===== config.mk =====
export PLATFORM = sky130hd
export DESIGN_NAME = sym_fir_systolic
export DESIGN_NICKNAME = d
export VERILOG_FILES = /design/src/rtl/sfir_pkg.sv /design/src/rtl/sfir_tapline.sv /design/src/rtl/sfir_stage.sv /design/src/rtl/sfir_valid_pipe.sv /design/src/rtl/sym_fir_systolic.sv
export SDC_FILE = /design/constraint.sdc
export NUM_CORES = 2
export LEC_CHECK = 0
export BUFFER_PORTS_ARGS = -buffer_cell sky130_fd_sc_hd__clkbuf_2
export CORE_MARGIN = 10
export CORE_UTILIZATION = 25
export CTS_CLUSTER_DIAMETER = 30
export DETAILED_ROUTE_END_ITERATION = 12
export PLACE_DENSITY_LB_ADDON = 0.05
export SETUP_SLACK_MARGIN = 0.02
export SYNTH_ARGS = -nofsm -noshare
export SYNTH_HDL_FRONTEND = slang
export SYNTH_SLANG_ARGS = --single-unit

===== constraint.sdc =====
create_clock -name clk -period 8.5 [get_ports clk]
set_input_delay 1.7 -clock clk [delete_from_list [all_inputs] [get_ports clk]]
set_output_delay 1.7 -clock clk [all_outputs]
set_load 0.02 [all_outputs]

===== src/rtl/sfir_pkg.sv =====
package sfir_pkg;
   timeunit 1ns;
   timeprecision 1ps;

   // Width that holds an exact sum of n_stages products of a pre-added
   // sample pair and a coefficient.
   function automatic int full_out_w(input int data_w, input int coef_w, input int n_stages);
      return data_w + 1 + coef_w + ((n_stages > 1) ? $clog2(n_stages) : 0);
   endfunction

   // Number of filter taps served by n_stages coefficient stages.
   function automatic int tap_count(input int n_stages, input bit odd_len);
      return 2 * n_stages - (odd_len ? 1 : 0);
   endfunction

   // Fixed pipeline depth: delay-line entry, pre-add, product, then one
   // chain register per stage.
   function automatic int pipe_latency(input int n_stages);
      return n_stages + 3;
   endfunction
endpackage


===== src/rtl/sfir_tapline.sv =====
module sfir_tapline #(
   parameter int DATA_W = 17,
   parameter int DEPTH  = 8
) (
   input  logic                          clk,
   input  logic                          rst_n,
   input  logic                          in_valid,
   input  logic signed [DATA_W-1:0]      in_data,
   output logic [DEPTH-1:0][DATA_W-1:0]  taps
);
   timeunit 1ns;
   timeprecision 1ps;

   logic [DATA_W-1:0] entry;

   // A cycle without a strobe is a zero sample, so timing never shifts.
   assign entry = in_valid ? in_data : '0;

   always_ff @(posedge clk) begin
      if (!rst_n) begin
         taps <= '0;
      end else begin
         taps[0] <= entry;
         for (int k = 1; k < DEPTH; k++) begin
            taps[k] <= taps[k-1];
         end
      end
   end
endmodule


===== src/rtl/sfir_stage.sv =====
module sfir_stage #(
   parameter int                        DATA_W = 17,
   parameter int                        COEF_W = 18,
   parameter int                        OUT_W  = 38,
   parameter logic signed [COEF_W-1:0]  COEF   = '0
) (
   input  logic                     clk,
   input  logic                     rst_n,
   input  logic signed [DATA_W-1:0] fwd_tap,
   input  logic signed [DATA_W-1:0] rev_tap,
   input  logic signed [OUT_W-1:0]  sum_in,
   output logic signed [OUT_W-1:0]  sum_out
);
   timeunit 1ns;
   timeprecision 1ps;

   localparam int PRE_W  = DATA_W + 1;
   localparam int PROD_W = PRE_W + COEF_W;

   logic signed [PRE_W-1:0]  pre_q;
   logic signed [PROD_W-1:0] prod_q;
   logic signed [OUT_W-1:0]  prod_wide;

   assign prod_wide = OUT_W'(prod_q);

   always_ff @(posedge clk) begin
      if (!rst_n) begin
         pre_q   <= '0;
         prod_q  <= '0;
         sum_out <= '0;
      end else begin
         pre_q   <= PRE_W'(fwd_tap) + PRE_W'(rev_tap);
         prod_q  <= PROD_W'(pre_q) * PROD_W'(COEF);
         sum_out <= sum_in + prod_wide;
      end
   end
endmodule


===== src/rtl/sfir_valid_pipe.sv =====
module sfir_valid_pipe #(
   parameter int DEPTH = 7
) (
   input  logic clk,
   input  logic rst_n,
   input  logic in_valid,
   output logic out_valid
);
   timeunit 1ns;
   timeprecision 1ps;

   logic [DEPTH-1:0] stages_q;

   always_ff @(posedge clk) begin
      if (!rst_n) begin
         stages_q <= '0;
      end else begin
         stages_q <= {stages_q[DEPTH-2:0], in_valid};
      end
   end

   assign out_valid = stages_q[DEPTH-1];
endmodule


===== src/rtl/sym_fir_systolic.sv =====
module sym_fir_systolic
   import sfir_pkg::*;
#(
   parameter int DATA_W     = 17,
   parameter int COEF_W     = 18,
   parameter int NUM_STAGES = 4,
   parameter int OUT_W      = 38,
   parameter bit ODD_LEN    = 1'b0,
   parameter logic [NUM_STAGES*COEF_W-1:0] COEF_VEC =
      {18'h20000, 18'h0162E, 18'h3FB2E, 18'h1FFFF}
) (
   input  logic                     clk,
   input  logic                     rst_n,
   input  logic                     in_valid,
   input  logic signed [DATA_W-1:0] in_data,
   output logic                     out_valid,
   output logic signed [OUT_W-1:0]  out_data
);
   timeunit 1ns;
   timeprecision 1ps;

   localparam int NUM_TAPS   = tap_count(NUM_STAGES, ODD_LEN);
   localparam int LATENCY    = pipe_latency(NUM_STAGES);
   localparam int NEED_W     = full_out_w(DATA_W, COEF_W, NUM_STAGES);
   localparam int QUIET_SPAN = LATENCY + NUM_TAPS - 1;
   localparam int RUN_W      = $clog2(QUIET_SPAN + 1) + 1;
   localparam logic [RUN_W-1:0] LAT_C  = RUN_W'(LATENCY);
   localparam logic [RUN_W-1:0] SPAN_C = RUN_W'(QUIET_SPAN);

   // ---------------- elaboration checks ----------------
   if (DATA_W < 2 || DATA_W > 17) begin : g_chk_data
      $error("sym_fir_systolic: DATA_W must lie in 2..17 so the pre-add fits 18 bits");
   end
   if (COEF_W < 2 || COEF_W > 18) begin : g_chk_coef
      $error("sym_fir_systolic: COEF_W must lie in 2..18");
   end
   if (NUM_STAGES < 1) begin : g_chk_stages
      $error("sym_fir_systolic: NUM_STAGES must be at least 1");
   end
   if (OUT_W < NEED_W) begin : g_chk_out
      $error("sym_fir_systolic: OUT_W is below the full-precision width");
   end

   // ---------------- sample delay line ----------------
   logic [NUM_TAPS-1:0][DATA_W-1:0] taps;

   sfir_tapline #(
      .DATA_W (DATA_W),
      .DEPTH  (NUM_TAPS)
   ) u_taps (
      .clk      (clk),
      .rst_n    (rst_n),
      .in_valid (in_valid),
      .in_data  (in_data),
      .taps     (taps)
   );

   // ---------------- stages and adder chain ----------------
   // Stage i reads forward tap 2*i; every paired stage reads the last tap
   // as its mirror partner, which the chain delay brings into line.
   logic signed [OUT_W-1:0] chain [NUM_STAGES+1];
   assign chain[0] = '0;

   for (genvar i = 0; i < NUM_STAGES; i++) begin : g_stage
      logic signed [DATA_W-1:0] fwd_sel;
      logic signed [DATA_W-1:0] rev_sel;

      assign fwd_sel = $signed(taps[2*i]);

      if (ODD_LEN && (i == NUM_STAGES - 1)) begin : g_centre
         assign rev_sel = '0;
      end else begin : g_pair
         assign rev_sel = $signed(taps[NUM_TAPS-1]);
      end

      sfir_stage #(
         .DATA_W (DATA_W),
         .COEF_W (COEF_W),
         .OUT_W  (OUT_W),
         .COEF   ($signed(COEF_VEC[i*COEF_W +: COEF_W]))
      ) u_stage (
         .clk     (clk),
         .rst_n   (rst_n),
         .fwd_tap (fwd_sel),
         .rev_tap (rev_sel),
         .sum_in  (chain[i]),
         .sum_out (chain[i+1])
      );
   end

   assign out_data = chain[NUM_STAGES];

   // ---------------- valid strobe ----------------
   sfir_valid_pipe #(
      .DEPTH (LATENCY)
   ) u_valid (
      .clk       (clk),
      .rst_n     (rst_n),
      .in_valid  (in_valid),
      .out_valid (out_valid)
   );

   // ---------------- assertion support counters ----------------
   logic [RUN_W-1:0] idle_run;
   logic [RUN_W-1:0] busy_run;
   logic [RUN_W-1:0] since_rst;

   always_ff @(posedge clk) begin
      if (!rst_n) begin
         idle_run  <= SPAN_C;
         busy_run  <= '0;
         since_rst <= '0;
      end else begin
         if (in_valid)            idle_run <= '0;
         else if (idle_run < SPAN_C) idle_run <= idle_run + 1'b1;

         if (!in_valid)           busy_run <= '0;
         else if (busy_run < LAT_C) busy_run <= busy_run + 1'b1;

         if (since_rst < LAT_C)   since_rst <= since_rst + 1'b1;
      end
   end

   // nothing emerges during the first LATENCY cycles after reset
   a_r5_quiet_after_reset: assert property (@(posedge clk) disable iff (!rst_n)
      (since_rst < LAT_C) |-> (!out_valid && out_data == '0));

   // once the whole window holds only gap cycles the output is zero
   a_r4_gaps_give_zero: assert property (@(posedge clk) disable iff (!rst_n)
      (idle_run >= SPAN_C) |-> (out_data == '0));

   // a run of idle inputs at least LATENCY long silences out_valid
   a_r3_idle_no_valid: assert property (@(posedge clk) disable iff (!rst_n)
      (idle_run >= LAT_C) |-> !out_valid);

   // a run of strobes at least LATENCY long keeps out_valid high
   a_r8_stream_valid: assert property (@(posedge clk) disable iff (!rst_n)
      (busy_run >= LAT_C) |-> out_valid);
endmodule


# Yosys cells after proc, flatten, opt, wreduce, memory -nomap -nowiden
# Index checks and enable logic that the tools add are counted.
# Widths: inputs -> output; s select.
op_classes:
  n_mul: 3
  n_lt_le_gt_ge: 0
  shifts: 0
  reduce_logical: 1
  bitwise: 0
  div_mod_pow: 0
  n_eq_ne: 0
  muxes: 0
  add_sub_neg: 8
ops:
  columns: ["cell", "count"]
  rows:
  - ["$add 17x17->18", 4]
  - ["$add 38x32->38", 1]
  - ["$add 38x36->38", 1]
  - ["$add 36x30->37", 1]
  - ["$mul 18x18->36 const B", 1]
  - ["$mul 18x13->31 const B", 1]
  - ["$mul 18x11->29 const B", 1]
  - ["$neg 18->19", 1]
  - ["$reduce_and 2->1", 1]
word_totals:
  n_memories: 0
  romBits: 0
  in_bits: 20
  ff_bits: 499
  mem_bits_rw: 0
  latch_bits: 0

# Longest topological paths before layout
depth:
  ltp_word: 1
  mapped_depth: 27

# Cells and area by module
# Synthesis repeated with hierarchy kept, for this count alone.
hier_totals:
  cells_unflattened: 4427
  hier_area_um2: 39915.8
by_module_without_submodules:
  columns: ["module", "area_per_inst_um2", "n_inst", "cells_per_inst"]
  rows:
  - ["sfir_stage at g_stage[0].u_stage", 12986.2, 1, 1464]
  - ["sfir_stage at g_stage[1].u_stage", 9544.2, 1, 1103]
  - ["sfir_stage at g_stage[2].u_stage", 9544.2, 1, 1103]
  - ["sfir_stage at g_stage[3].u_stage", 3963.8, 1, 454]
  - ["sfir_tapline", 3689.8, 1, 288]
  - ["sfir_valid_pipe", 183.9, 1, 14]
  - ["sym_fir_systolic", 3.8, 1, 1]

# Worst setup path after synthesis
# Ideal clock, no wire load.
synth_timing:
  path_type: "register -> register"
  start: "register g_stage[0].u_stage.pre_q[17]"
  end: "register g_stage[0].u_stage.prod_q[34]"
  setup_ns: 0.128
  stages_incl_launch_ff: 25
  period_less_slack_ns: 6.800
  setup_slack_ns: 1.700
  t_arrival_ns: 6.672
  required_ns: 8.372
  cell_sequence: "dfxtp_1 -> clkbuf_1 -> buf_1 -> xnor2_1 -> fa_1 -> inv_1 -> fa_1 -> inv_1 -> fa_1 -> fa_1 -> inv_1 -> fa_1 -> inv_1 -> ha_1 -> clkbuf_1 -> a21o_1 -> a21o_1 -> a21oi_1 -> o21ai_0 -> a21oi_1 -> nor2_1 -> nor3_1 -> o21ai_0 -> xnor2_1 -> nor2_1"
synth_between:
  elab_chain_len: 1
synth_lines:
  columns: ["item", "line", "rtl"]
  rows:
  - ["start: declaration", "sfir_stage.sv:20", "logic signed [PRE_W-1:0] pre_q;"]
  - ["start signal: assignment", "sfir_stage.sv:32", "pre_q <= PRE_W'(fwd_tap) + PRE_W'(rev_tap);"]
  - ["$mul 18x18->36", "sfir_stage.sv:33", "prod_q <= PROD_W'(pre_q) * PROD_W'(COEF);"]
  - ["end signal: assignment", "sfir_stage.sv:33", null]
  - ["end: declaration", "sfir_stage.sv:21", "logic signed [PROD_W-1:0] prod_q;"]
# No other way between the ends.
# A chain may end at the register's enable or synchronous reset.

# Worst setup path in the final report
layout_timing:
  start: "register g_stage[0].u_stage.pre_q[4]"
  end: "register g_stage[0].u_stage.prod_q[32]"
# Same word-level chain as after synthesis.

==> impl_metrics.tcl <==
set metrics [dict create \
    status "completed" \
    core_area_um2 147700 \
    netSwitchingFraction 0.3004 \
    yosys-top-cells-area "dfxtp_1, fa_1, ha_1" \
    tns_ns 0 \
    critical-path-max-stage-delay_ns 0.69 \
    cp.arrival_ns 6.95 \
    cts.repair.resized 0 \
    final_antenna_net_count 0 \
    power.share.clock 0.543 \
    fmax_mhz 156.9 \
    clock_sinks 479 \
    drc 0 \
    cap_violations 0 \
    p_comb_frac 0.203 \
    cts_buffers 146 \
    p_sw_mw 3.068 \
    crit_type "flip-flop to flip-flop" \
    worstMarginPinSlew_ns 1.015 \
    syn_inst 3986 \
    post-cts-setup-buffer-count 0 \
    num_rows 141 \
    internal-power_mw 7.144 \
    place.gp.congestion 0.7948 \
    drt_iter0_markers 871 \
    cp-start-kind "flip-flop" \
    grt_max_degree 104 \
    hold_class "flip-flop to flip-flop" \
    yosys.cell_types.count 80 \
    numPortBuffers 58 \
    end_kind "flip-flop" \
    yosysTopAreaCell "dfxtp_1" \
    vdd_ir_drop_max_mv 0.1964 \
    start_util 0.2515 \
    die_y_um 405.5 \
    leakage_nw 21.98 \
    setup_viol 0 \
    antenna_found_initial 10 \
    cp_cell_sequence "inv_1, fa_1, inv_1, fa_1, inv_1, fa_1, fa_1, inv_1, fa_1, inv_1, fa_1, inv_1, ha_1, a21o_1, a21o_1, a31oi_1, o21ai_0, a21oi_1, nand3b_1, o31a_1, xor2_1, nor2_1" \
    wire_per_inst_um 17.90 \
    yosysTopAreaCellShare 0.2582 \
    pwr-share-seq 0.254 \
    wl_um 109600 \
    ys_ff_latch 479 \
    synthArstFlopShare 0 \
    cts_tree "yes" \
    maxSlewViolCount 0 \
    crit_path_max_fanout 6 \
    critical_path_required_ns 9.07 \
    cts-root-buf "clkbuf_16" \
    synth_nets 4846 \
    clk_latency_ns 0.75 \
    grt_pass1_wl_um 171900 \
    die_w_um 405.5 \
    grt_overflow_total 0 \
    period_needed_ns 6.375 \
    vias_per_cell 4.220 \
    hold_viol 0 \
    synth-main-ff-cell "dfxtp_1" \
    cts_hold_buf 0 \
    power_density_nw_per_um2 229.7 \
    vias 25830 \
    period_share 0.7500 \
    grt_usage 0.1366 \
    crit_family "adder cells" \
    slew_headroom 0.3209 \
    first_global_vias 28590 \
    synth_area_per_cell_um2 9.318 \
    rsz0062_at_grt "false" \
    ios 59 \
    layout.nets 4928 \
    final.setup_skew_ns 0.04381 \
    synth_edf_count 0 \
    whs_ns 0.4197 \
    dp.final_hpwl_um 90450 \
    syn2layout_area_growth_pct 19.70 \
    drive_above_1_share 0.08290 \
    firstDrtPassIters 5 \
    htreeDepth 4 \
    cts.reportedPaths.clkPinSlew_ns 0.04 \
    dieArea_um2 164400 \
    ys_seq_area_frac 0.2582 \
    cp_slowest_cell "fa_1" \
    syn_area_um2 37140 \
    ys_warn_count 0 \
    path_buf_inv 6 \
    clockBufferDepth 3 \
]
[power groups by stage]
stage	combinational [mW]	clock (mW)	sequential, mW
3_3_place_gp	2.14	0	2.65
4_1_cts	2.13	5.70	2.61
3_5_place_dp	2.11	0	2.64
5_1_grt	2.41	5.83	2.61
2_1_floorplan	1.59	0	2.54
6_report	2.07	5.54	2.59
[cells in the final DEF (no fill, tap or decap), types with 123 or more instances in the layout]
| cell type | n |
|---|---|
| fa_1 | 341 |
| xnor2_1 | 126 |
| dfxtp_1 | 478 |
| nor2_1 | 333 |
| a21o_1 | 124 |
| inv_1 | 674 |
| ha_1 | 499 |
| clkbuf_16 | 147 |
| xor2_1 | 123 |
| a21oi_1 | 182 |
| and2_1 | 233 |
[cells in the mapped netlist, types with 5 or more instances]
| master | number |
|---|---|
| inv_1 | 675 |
| ha_1 | 499 |
| dfxtp_1 | 479 |
| fa_1 | 341 |
| nor2_1 | 333 |
| and2_1 | 233 |
| a21oi_1 | 182 |
| xnor2_1 | 126 |
| a21o_1 | 124 |
| xor2_1 | 123 |
| nand2_1 | 118 |
| o21ai_0 | 93 |
| clkbuf_1 | 88 |
| nand3_1 | 55 |
| nor3_1 | 46 |
| and3_1 | 40 |
| buf_4 | 38 |
| nand2b_1 | 37 |
| nor2b_1 | 34 |
| o21a_1 | 32 |
| o21bai_1 | 22 |
| a211oi_1 | 21 |
| nand4_1 | 21 |
| a31oi_1 | 19 |
| or2_2 | 14 |
| nor4_1 | 13 |
| o21ai_1 | 13 |
| o211ai_1 | 11 |
| nor3b_1 | 10 |
| o31ai_1 | 10 |
| a41oi_1 | 8 |
| a211o_1 | 7 |
| a21boi_0 | 7 |
| a31o_2 | 7 |
| mux2i_1 | 7 |
| o31a_1 | 6 |
| or3_1 | 6 |
| a2111oi_0 | 5 |
| a221o_1 | 5 |
| buf_1 | 5 |
| o41ai_1 | 5 |
[routing by layer]
layer	vias up	global-route usage	share of wire
li1	13110	-	-
met1	12230	0.1828	0.49
met2	335	0.2232	0.46
met3	153	0.02556	0.033
met4	0	0.03929	0.023
met5	-	0	0
[sequential cells by signal, indices dropped and copies added, names as in the netlist]
| signal | count |
|---|---|
| g_stage.u_stage.prod_q | 115 |
| g_stage.u_stage.pre_q | 72 |
| u_taps.taps | 136 |
| u_valid.stages_q | 7 |
| g_stage.u_stage.sum_out | 149 |
[worst paths after layout]
path / start / endpoint / slack (ns) / cells after the start
setup / recovery: g_stage[0].u_stage.pre_q[4] / g_stage[0].u_stage.prod_q[32] / 2.12 / 22
hold / removal: u_taps.taps[20] / u_taps.taps[37] / 0.42 / 1
setup reg to reg: g_stage[0].u_stage.pre_q[4] / g_stage[0].u_stage.prod_q[32] / 2.12 / 22
hold reg to reg: u_taps.taps[20] / u_taps.taps[37] / 0.42 / 1
[kinds of logic after synthesis]
family / synth area share
AND/OR/NAND/NOR: 0.1324
AO/OA/AOI/OAI: 0.1114
buffers and inverters: 0.08529
XOR/XNOR: 0.05871
multiplexers: 0.001886
flip-flops: 0.2582
adder cells (fa/ha/maj): 0.3522
[stage by stage]
stage                     area [µm²]  utilization  power, mW  worst slack, ns  std cells
after detailed placement       39290       0.2661      4.752            2.062       5850
after global placement         39290       0.2661      4.785            2.056       5850
after floorplan                37140            -      4.135            1.700       3986
after global routing           44450       0.3010      10.85            1.564       6116
after CTS                      44450       0.3010      10.44            2.052       6116
final                          44460       0.3011      10.21            2.125       6120
[cell type report]
type | instances | area (µm²)
inverters | 675 | 2541
repair buffers | 65 | 351.6
flip-flops and latches | 479 | 9593
well taps | 1930 | 2415
multi-input cells | 2701 | 24390
diodes | 4 | 10.01
fillers | 15610 | 103200
clock buffers | 192 | 4078
clock inverters | 74 | 1085
Note: power is estimated with default switching activity, not from simulation.
